==> config.mk <==
export PLATFORM = sky130hd
export DESIGN_NAME = roadHitFilter
export DESIGN_NICKNAME = d
export VERILOG_FILES = /design/src/rtl/hitFiltPkg.sv /design/src/rtl/lowBitEnc.sv /design/src/rtl/roadBank.sv /design/src/rtl/hitScanCtl.sv /design/src/rtl/roadHitFilter.sv
export SDC_FILE = /design/constraint.sdc
export NUM_CORES = 2
export LEC_CHECK = 0
export ABC_AREA = 1
export CAP_MARGIN = 20
export CORE_MARGIN = 2
export CORE_UTILIZATION = 55
export CTS_CLUSTER_SIZE = 40
export DETAILED_ROUTE_END_ITERATION = 7
export GPL_ROUTABILITY_DRIVEN = 0
export PLACE_DENSITY = 0.71
export SETUP_SLACK_MARGIN = 0.1
export SYNTH_ARGS = -nofsm -noshare
export SYNTH_HDL_FRONTEND = slang
export SYNTH_SLANG_ARGS = --single-unit
export TNS_END_PERCENT = 100
==> constraint.sdc <==
create_clock -name clk -period 9.2 [get_ports clk]
set_input_delay 1.84 -clock clk [delete_from_list [all_inputs] [get_ports clk]]
set_output_delay 1.84 -clock clk [all_outputs]
set_load 0.005 [all_outputs]
==> src/rtl/hitFiltPkg.sv <==
package hitFiltPkg;
  typedef struct packed {
    logic accept;
    logic draining;
  } ctlStrobe_t;
endpackage

==> src/rtl/lowBitEnc.sv <==
module lowBitEnc #(
  parameter int W  = 31,
  parameter int IW = (W > 1) ? $clog2(W) : 1
) (
  input  logic [W-1:0]  vec,
  output logic          found,
  output logic [IW-1:0] idx
);
  always_comb begin
    found = 1'b0;
    idx   = '0;
    for (int k = W - 1; k >= 0; k--) begin
      if (vec[k]) begin
        found = 1'b1;
        idx   = IW'(k);
      end
    end
  end
endmodule

==> src/rtl/roadBank.sv <==
module roadBank
  import hitFiltPkg::*;
#(
  parameter int NUM_ROADS = 46,
  parameter int POS_W     = 11,
  parameter int SEL_W     = 6
) (
  input  logic                 clk,
  input  logic                 rstN,
  input  logic                 roadLoad,
  input  logic [SEL_W-1:0]     roadSel,
  input  logic [2*POS_W-1:0]   roadWord,
  input  logic [POS_W-1:0]     centroid,
  input  ctlStrobe_t           strobe,
  output logic [NUM_ROADS-1:0] matchNow,
  output logic [POS_W-1:0]     heldCent
);
  logic [POS_W-1:0]     upperQ [NUM_ROADS];
  logic [POS_W-1:0]     lowerQ [NUM_ROADS];
  logic [NUM_ROADS-1:0] slotValid;

  for (genvar i = 0; i < NUM_ROADS; i++) begin : gSlot
    logic hitSlot;
    assign hitSlot = (roadLoad && roadSel == SEL_W'(i));

    always_ff @(posedge clk) begin
      if (!rstN) slotValid[i] <= 1'b0;
      else if (hitSlot) slotValid[i] <= 1'b1;
    end

    always_ff @(posedge clk) begin
      if (hitSlot) begin
        upperQ[i] <= roadWord[2*POS_W-1:POS_W];
        lowerQ[i] <= roadWord[POS_W-1:0];
      end
    end

    assign matchNow[i] = slotValid[i] && (centroid >= lowerQ[i]) && (centroid <= upperQ[i]);
  end

  always_ff @(posedge clk) begin
    if (!rstN) heldCent <= '0;
    else if (strobe.accept) heldCent <= centroid;
  end

  assert_sel_range_R4: assert property (@(posedge clk) disable iff (!rstN)
    (roadLoad && roadSel >= SEL_W'(NUM_ROADS)) |=> $stable(slotValid));

  assert_hold_cent_R8: assert property (@(posedge clk) disable iff (!rstN)
    (strobe.draining && !strobe.accept) |=> $stable(heldCent));
endmodule

==> src/rtl/hitScanCtl.sv <==
module hitScanCtl
  import hitFiltPkg::*;
#(
  parameter int NUM_ROADS = 46,
  parameter int GROUP_A   = 31,
  parameter int IDX_W     = 6
) (
  input  logic                 clk,
  input  logic                 rstN,
  input  logic                 centValid,
  input  logic [NUM_ROADS-1:0] matchNow,
  output ctlStrobe_t           strobe,
  output logic                 busy,
  output logic                 hitValid,
  output logic [IDX_W-1:0]     hitIdx
);
  localparam int GROUP_B = NUM_ROADS - GROUP_A;
  localparam int IWA = (GROUP_A > 1) ? $clog2(GROUP_A) : 1;
  localparam int IWB = (GROUP_B > 1) ? $clog2(GROUP_B) : 1;

  typedef enum logic {ST_IDLE, ST_SCAN} scanState_t;
  scanState_t state;
  logic [NUM_ROADS-1:0] pendVec;
  logic [NUM_ROADS-1:0] remainVec;
  logic                 foundA, foundB;
  logic [IWA-1:0]       idxA;
  logic [IWB-1:0]       idxB;
  logic                 accept;

  lowBitEnc #(.W(GROUP_A), .IW(IWA)) u_encA (
    .vec(pendVec[GROUP_A-1:0]), .found(foundA), .idx(idxA));
  lowBitEnc #(.W(GROUP_B), .IW(IWB)) u_encB (
    .vec(pendVec[NUM_ROADS-1:GROUP_A]), .found(foundB), .idx(idxB));

  always_comb begin
    if (foundA) hitIdx = IDX_W'(idxA);
    else        hitIdx = IDX_W'(GROUP_A) + IDX_W'(idxB);
  end

  assign busy     = (state == ST_SCAN);
  assign hitValid = busy && (foundA || foundB);
  assign accept   = (state == ST_IDLE) && centValid;
  assign strobe   = '{accept: accept, draining: busy};

  always_comb begin
    remainVec = pendVec;
    if (hitValid) remainVec[hitIdx] = 1'b0;
  end

  always_ff @(posedge clk) begin
    if (!rstN) begin
      state   <= ST_IDLE;
      pendVec <= '0;
    end else begin
      case (state)
        ST_IDLE: if (accept) begin
          state   <= ST_SCAN;
          pendVec <= matchNow;
        end
        ST_SCAN: begin
          pendVec <= remainVec;
          if (remainVec == '0) state <= ST_IDLE;
        end
        default: state <= ST_IDLE;
      endcase
    end
  end

  assert_accept_busy_R7: assert property (@(posedge clk) disable iff (!rstN)
    (!busy && centValid) |=> busy);

  assert_drain_one_R6: assert property (@(posedge clk) disable iff (!rstN)
    hitValid |=> ($countones(pendVec) == $countones($past(pendVec)) - 1));

  assert_hit_pending_R2: assert property (@(posedge clk) disable iff (!rstN)
    hitValid |-> (hitIdx < IDX_W'(NUM_ROADS)) && pendVec[hitIdx]);

  assert_ascending_R6: assert property (@(posedge clk) disable iff (!rstN)
    (hitValid && $past(hitValid)) |-> (hitIdx > $past(hitIdx)));
endmodule

==> src/rtl/roadHitFilter.sv <==
module roadHitFilter
  import hitFiltPkg::*;
#(
  parameter int NUM_ROADS = 46,
  parameter int POS_W     = 11,
  parameter int SEL_W     = 6,
  parameter int HIT_W     = 32,
  parameter int GROUP_A   = 31
) (
  input  logic               clk,
  input  logic               rstN,
  input  logic               roadLoad,
  input  logic [SEL_W-1:0]   roadSel,
  input  logic [2*POS_W-1:0] roadWord,
  input  logic               centValid,
  input  logic [POS_W-1:0]   centroid,
  output logic               busy,
  output logic               hitValid,
  output logic [HIT_W-1:0]   hitWord
);
  ctlStrobe_t           strobe;
  logic [NUM_ROADS-1:0] matchNow;
  logic [POS_W-1:0]     heldCent;
  logic [SEL_W-1:0]     hitIdx;

  roadBank #(.NUM_ROADS(NUM_ROADS), .POS_W(POS_W), .SEL_W(SEL_W)) u_bank (
    .clk(clk), .rstN(rstN), .roadLoad(roadLoad), .roadSel(roadSel),
    .roadWord(roadWord), .centroid(centroid), .strobe(strobe),
    .matchNow(matchNow), .heldCent(heldCent));

  hitScanCtl #(.NUM_ROADS(NUM_ROADS), .GROUP_A(GROUP_A), .IDX_W(SEL_W)) u_ctl (
    .clk(clk), .rstN(rstN), .centValid(centValid), .matchNow(matchNow),
    .strobe(strobe), .busy(busy), .hitValid(hitValid), .hitIdx(hitIdx));

  assign hitWord = HIT_W'({heldCent, hitIdx});

  assert_hit_fields_R5: assert property (@(posedge clk) disable iff (!rstN)
    hitValid |-> (hitWord[HIT_W-1:POS_W+SEL_W] == '0) && (hitWord[SEL_W-1:0] < SEL_W'(NUM_ROADS)));
endmodule

==> metrics.csv <==
stage,metric,value,unit
status,status,"finished, violations left",
status,failing checks,DRC,
finish,design area,67900,µm²
clock_tree,clock sinks,1116,
drt,vias per cell,5.84,
timing,Tmin final,5.78,ns
timing,final worst slack,3.42,ns
critical_path,Crit path max-delay family,simple AND/OR/NAND/NOR gates,
place,dpl cells,7029,
synth,Mapped Area,60700,µm²
synth,post-synth top area share,50.1,%
synth,top cell type by total area after synthesis,edfxtp_1,
timing,Final Hold Viols,0,
clock_tree,CTS tree,built,
die,die height,336,µm
synth,synthesized area per cell,11.1,µm²
clock_tree,CTS Buf Count,118,
finish,fin nets,6758,
synth,fraction of registers with async set/reset,0,%
finish,P&R area growth vs syn,12.0,%
synth,synth warn,0,
finish,Multi-input gate area,23900,µm²
place,DP HPWL,90300,µm
grt,gr usage total,29.1,%
critical_path,CP Data Arrival Time,3.94,ns
synth,main combinational cell family by area after synthesis,adder cells,
grt,grt total ovfl,0,
synth,Synth Area in Adders,20.9,%
critical_path,Critical Path RT,7.36,ns
finish,Storage cell area,32500,µm²
drt,1st-iter DRT viols,4396,
clock_tree,Hold Buf Count CTS,0,
drt,Detail Route Antenna Nets,0,
timing,max frequency,173,MHz
die,standard-cell rows,121,
finish,layout cell share with drive strength beyond 1,6.18,%
clock_tree,Max clock buf depth,3,
timing,clock skew,0.0349,ns
power_and_ir_drop,Total Power,11.4,mW
synth,library cells used by synthesis,46,
timing,Final period util,62.9,%
drt,total iterations of the first detailed-routing run,8,
synth,synthesized flop and latch total,1116,
job,max-cap violations,0,
critical_path,Setup Crit Path Kind,flop to output port,
synth,"top cells by area, synth","edfxtp_1, ha_1, inv_1, nand2_1, dfxtp_1",
critical_path,Critical Path Fanout Max,24,
timing,relative max-transition margin,25.9,%
critical_path,Worst path max stage delay,0.69,ns
drt,vias after detailed routing,42600,
synth,Post-synth top cells,"inv_1, ha_1, edfxtp_1, nand2_1, a21oi_1",
critical_path,CP max-delay cell,clkdlybuf4s50_1,
place,Placed Area,63500,µm²
synth,most frequent cell after synthesis,inv_1,
die,Initial Util,55.6,%
synth,sequential share of the synthesized area,53.5,%
synth,"EDFF count, synth",1012,
clock_tree,Post-CTS Setup Inserts,0,
die,num ports,77,
finish,Finished Layout Cells,7285,
synth,Synth Area in Simple Gates,8.97,%
clock_tree,clk_lat worst skew,0.73,ns
critical_path,critical-path cell list,nor2_1 > nand2_1 > nor4_1 > inv_1 > nor3_2 > nand2_1 > inv_2 > nand2_1 > nand2_4 > clkdlybuf4s50_1,
clock_tree,# resized after CTS,0,
critical_path,Setup crit end kind,output port,
critical_path,Worst setup SP type,flop,
drt,# DRC,3,
finish,filler cell count,8431,
synth,Synth Instances,5484,
grt,first-pass GRT wire length,245000,µm
place,port bufs,61,
synth,Synth Flop Type,edfxtp_1,
critical_path,WP buf/inv,3,
grt,initial antenna violation count,8,
place,pre-CTS setup slack,4.03,ns
power_and_ir_drop,P_leak,30.2,nW
die,Die Wd,336,µm
clock_tree,Root Buffer,clkbuf_16,
worst_hold_path,worst hold path class,flop to flop,
drt,final wirelength,164000,µm
synth,mux cell area share after synthesis,0,%
power_and_ir_drop,Max VDD drop,0.164,mV
die,core area,109000,µm²
clock_tree,H-tree depth,3,
die,Die Area,113000,µm²
synth,Compound-Gate Fraction of Synth Area,9.20,%
timing,Worst-Margin Slew,1.11,ns
timing,RSZ-0062 raised after global routing,false,
drt,wire length per cell,22.5,µm
grt,largest net degree at the start of global routing,72,
timing,"Slew Viols, Final",0,
synth,xor/xnor share of the synthesized area,0.0144,%
timing,# setup viols final,0,
power_and_ir_drop,PwrDens,168,nW/µm²
critical_path,CP dominant cell by count,nand2_1,
grt,vias in the first global route,40900,
clock_tree,Worst-path clk slew,0.06,ns
timing,Fin Setup TNS,0,ns
worst paths after layout:
kind | start | end | slack [ns] | cells after the start
hold reg to reg | u_bank.slotValid[6]$_SDFFE_PN0P_ | u_bank.slotValid[6]$_SDFFE_PN0P_ | 0.48 | 2
setup reg to reg | u_ctl.pendVec[45]$_SDFFE_PN0P_ | u_ctl.busy$_SDFF_PN0_ | 5.18 | 20
hold / removal | u_bank.slotValid[6]$_SDFFE_PN0P_ | u_bank.slotValid[6]$_SDFFE_PN0P_ | 0.48 | 2
setup / recovery | u_ctl.pendVec[5]$_SDFFE_PN0P_ | hitWord[0] | 3.42 | 10
logic make-up (layout without fill, tap and decap cells):
family                   after synthesis  in the layout
AO/OA/AOI/OAI                        926            926
AND/OR/NAND/NOR                     1257           1257
flip-flops                          1116           1116
other                                  1             16
adder cells (fa/ha/maj)             1013           1013
XOR/XNOR                               1              1
buffers and inverters               1170           1480
tightest hold or removal path, stage by stage (launching register included):
cell     delay (ns)
dfxtp_1        0.33
nor2_1         0.05
nor2_1         0.07
power by group:
group	switching, mW	internal [mW]
combinational	0.675	0.285
sequential	0.0106	5.56
clock	2.02	2.88
total	2.71	8.73
stage by stage:
| step | utilization (%) | hold slack [ns] |
|---|---|---|
| 6_report | 62.2 | 0.475 |
| 5_1_grt | 62.2 | 0.488 |
| 4_1_cts | 61.8 | 0.475 |
| 3_5_place_dp | 58.2 | 0.459 |
| 3_3_place_gp | 58.0 | 0.451 |
| 2_1_floorplan | - | 0.441 |
flip-flops by register name (all words and copies together) (netlist names):
signal / cells
u_ctl.busy: 1
u_bank.upperQ: 506
u_bank.lowerQ: 506
u_bank.heldCent: 11
u_bank.slotValid: 46
u_ctl.pendVec: 46
area by class of cell:
class | count | area share [%]
sequential | 1116 | 47.8
multi-input combinational | 3212 | 35.2
inverter | 1115 | 6.18
clock buffer | 173 | 5.00
tap | 1476 | 2.72
timing repair buffer | 139 | 2.27
clock inverter | 53 | 0.855
antenna | 1 | 0.00368
metal layers:
metal	vias to the layer above	track usage, %	share of wire (%)
li1	19800	-	-
met1	20600	39.6	41
met2	1802	48.2	46
met3	362	4.04	8.8
met4	8	9.50	3.2
met5	-	0	0.028
cell usage in the layout (no fill, tap or decap), types with 7 or more instances in the layout:
master	instances
a221oi_1	51
a21o_1	74
bufinv_16	12
clkbuf_1	36
a221o_1	8
edfxtp_1	1012
ha_1	1013
a211oi_1	12
o41ai_1	24
buf_2	7
a21oi_1	370
a31oi_1	91
nand2_1	614
o21ai_0	203
o211ai_1	21
nor4_1	43
inv_2	7
buf_4	47
inv_1	1105
clkbuf_8	15
nand3_1	148
clkinv_1	8
o21a_1	10
nor2_2	48
dfxtp_1	103
clkbuf_16	122
o31ai_1	18
o2111ai_1	17
nand4_1	135
o32ai_1	9
clkinv_2	26
clkdlybuf4s50_1	29
nor3_1	21
nor2_1	234
buf_6	12
buf_8	36
conb_1	15
Note: power is estimated with default switching activity, not from simulation.
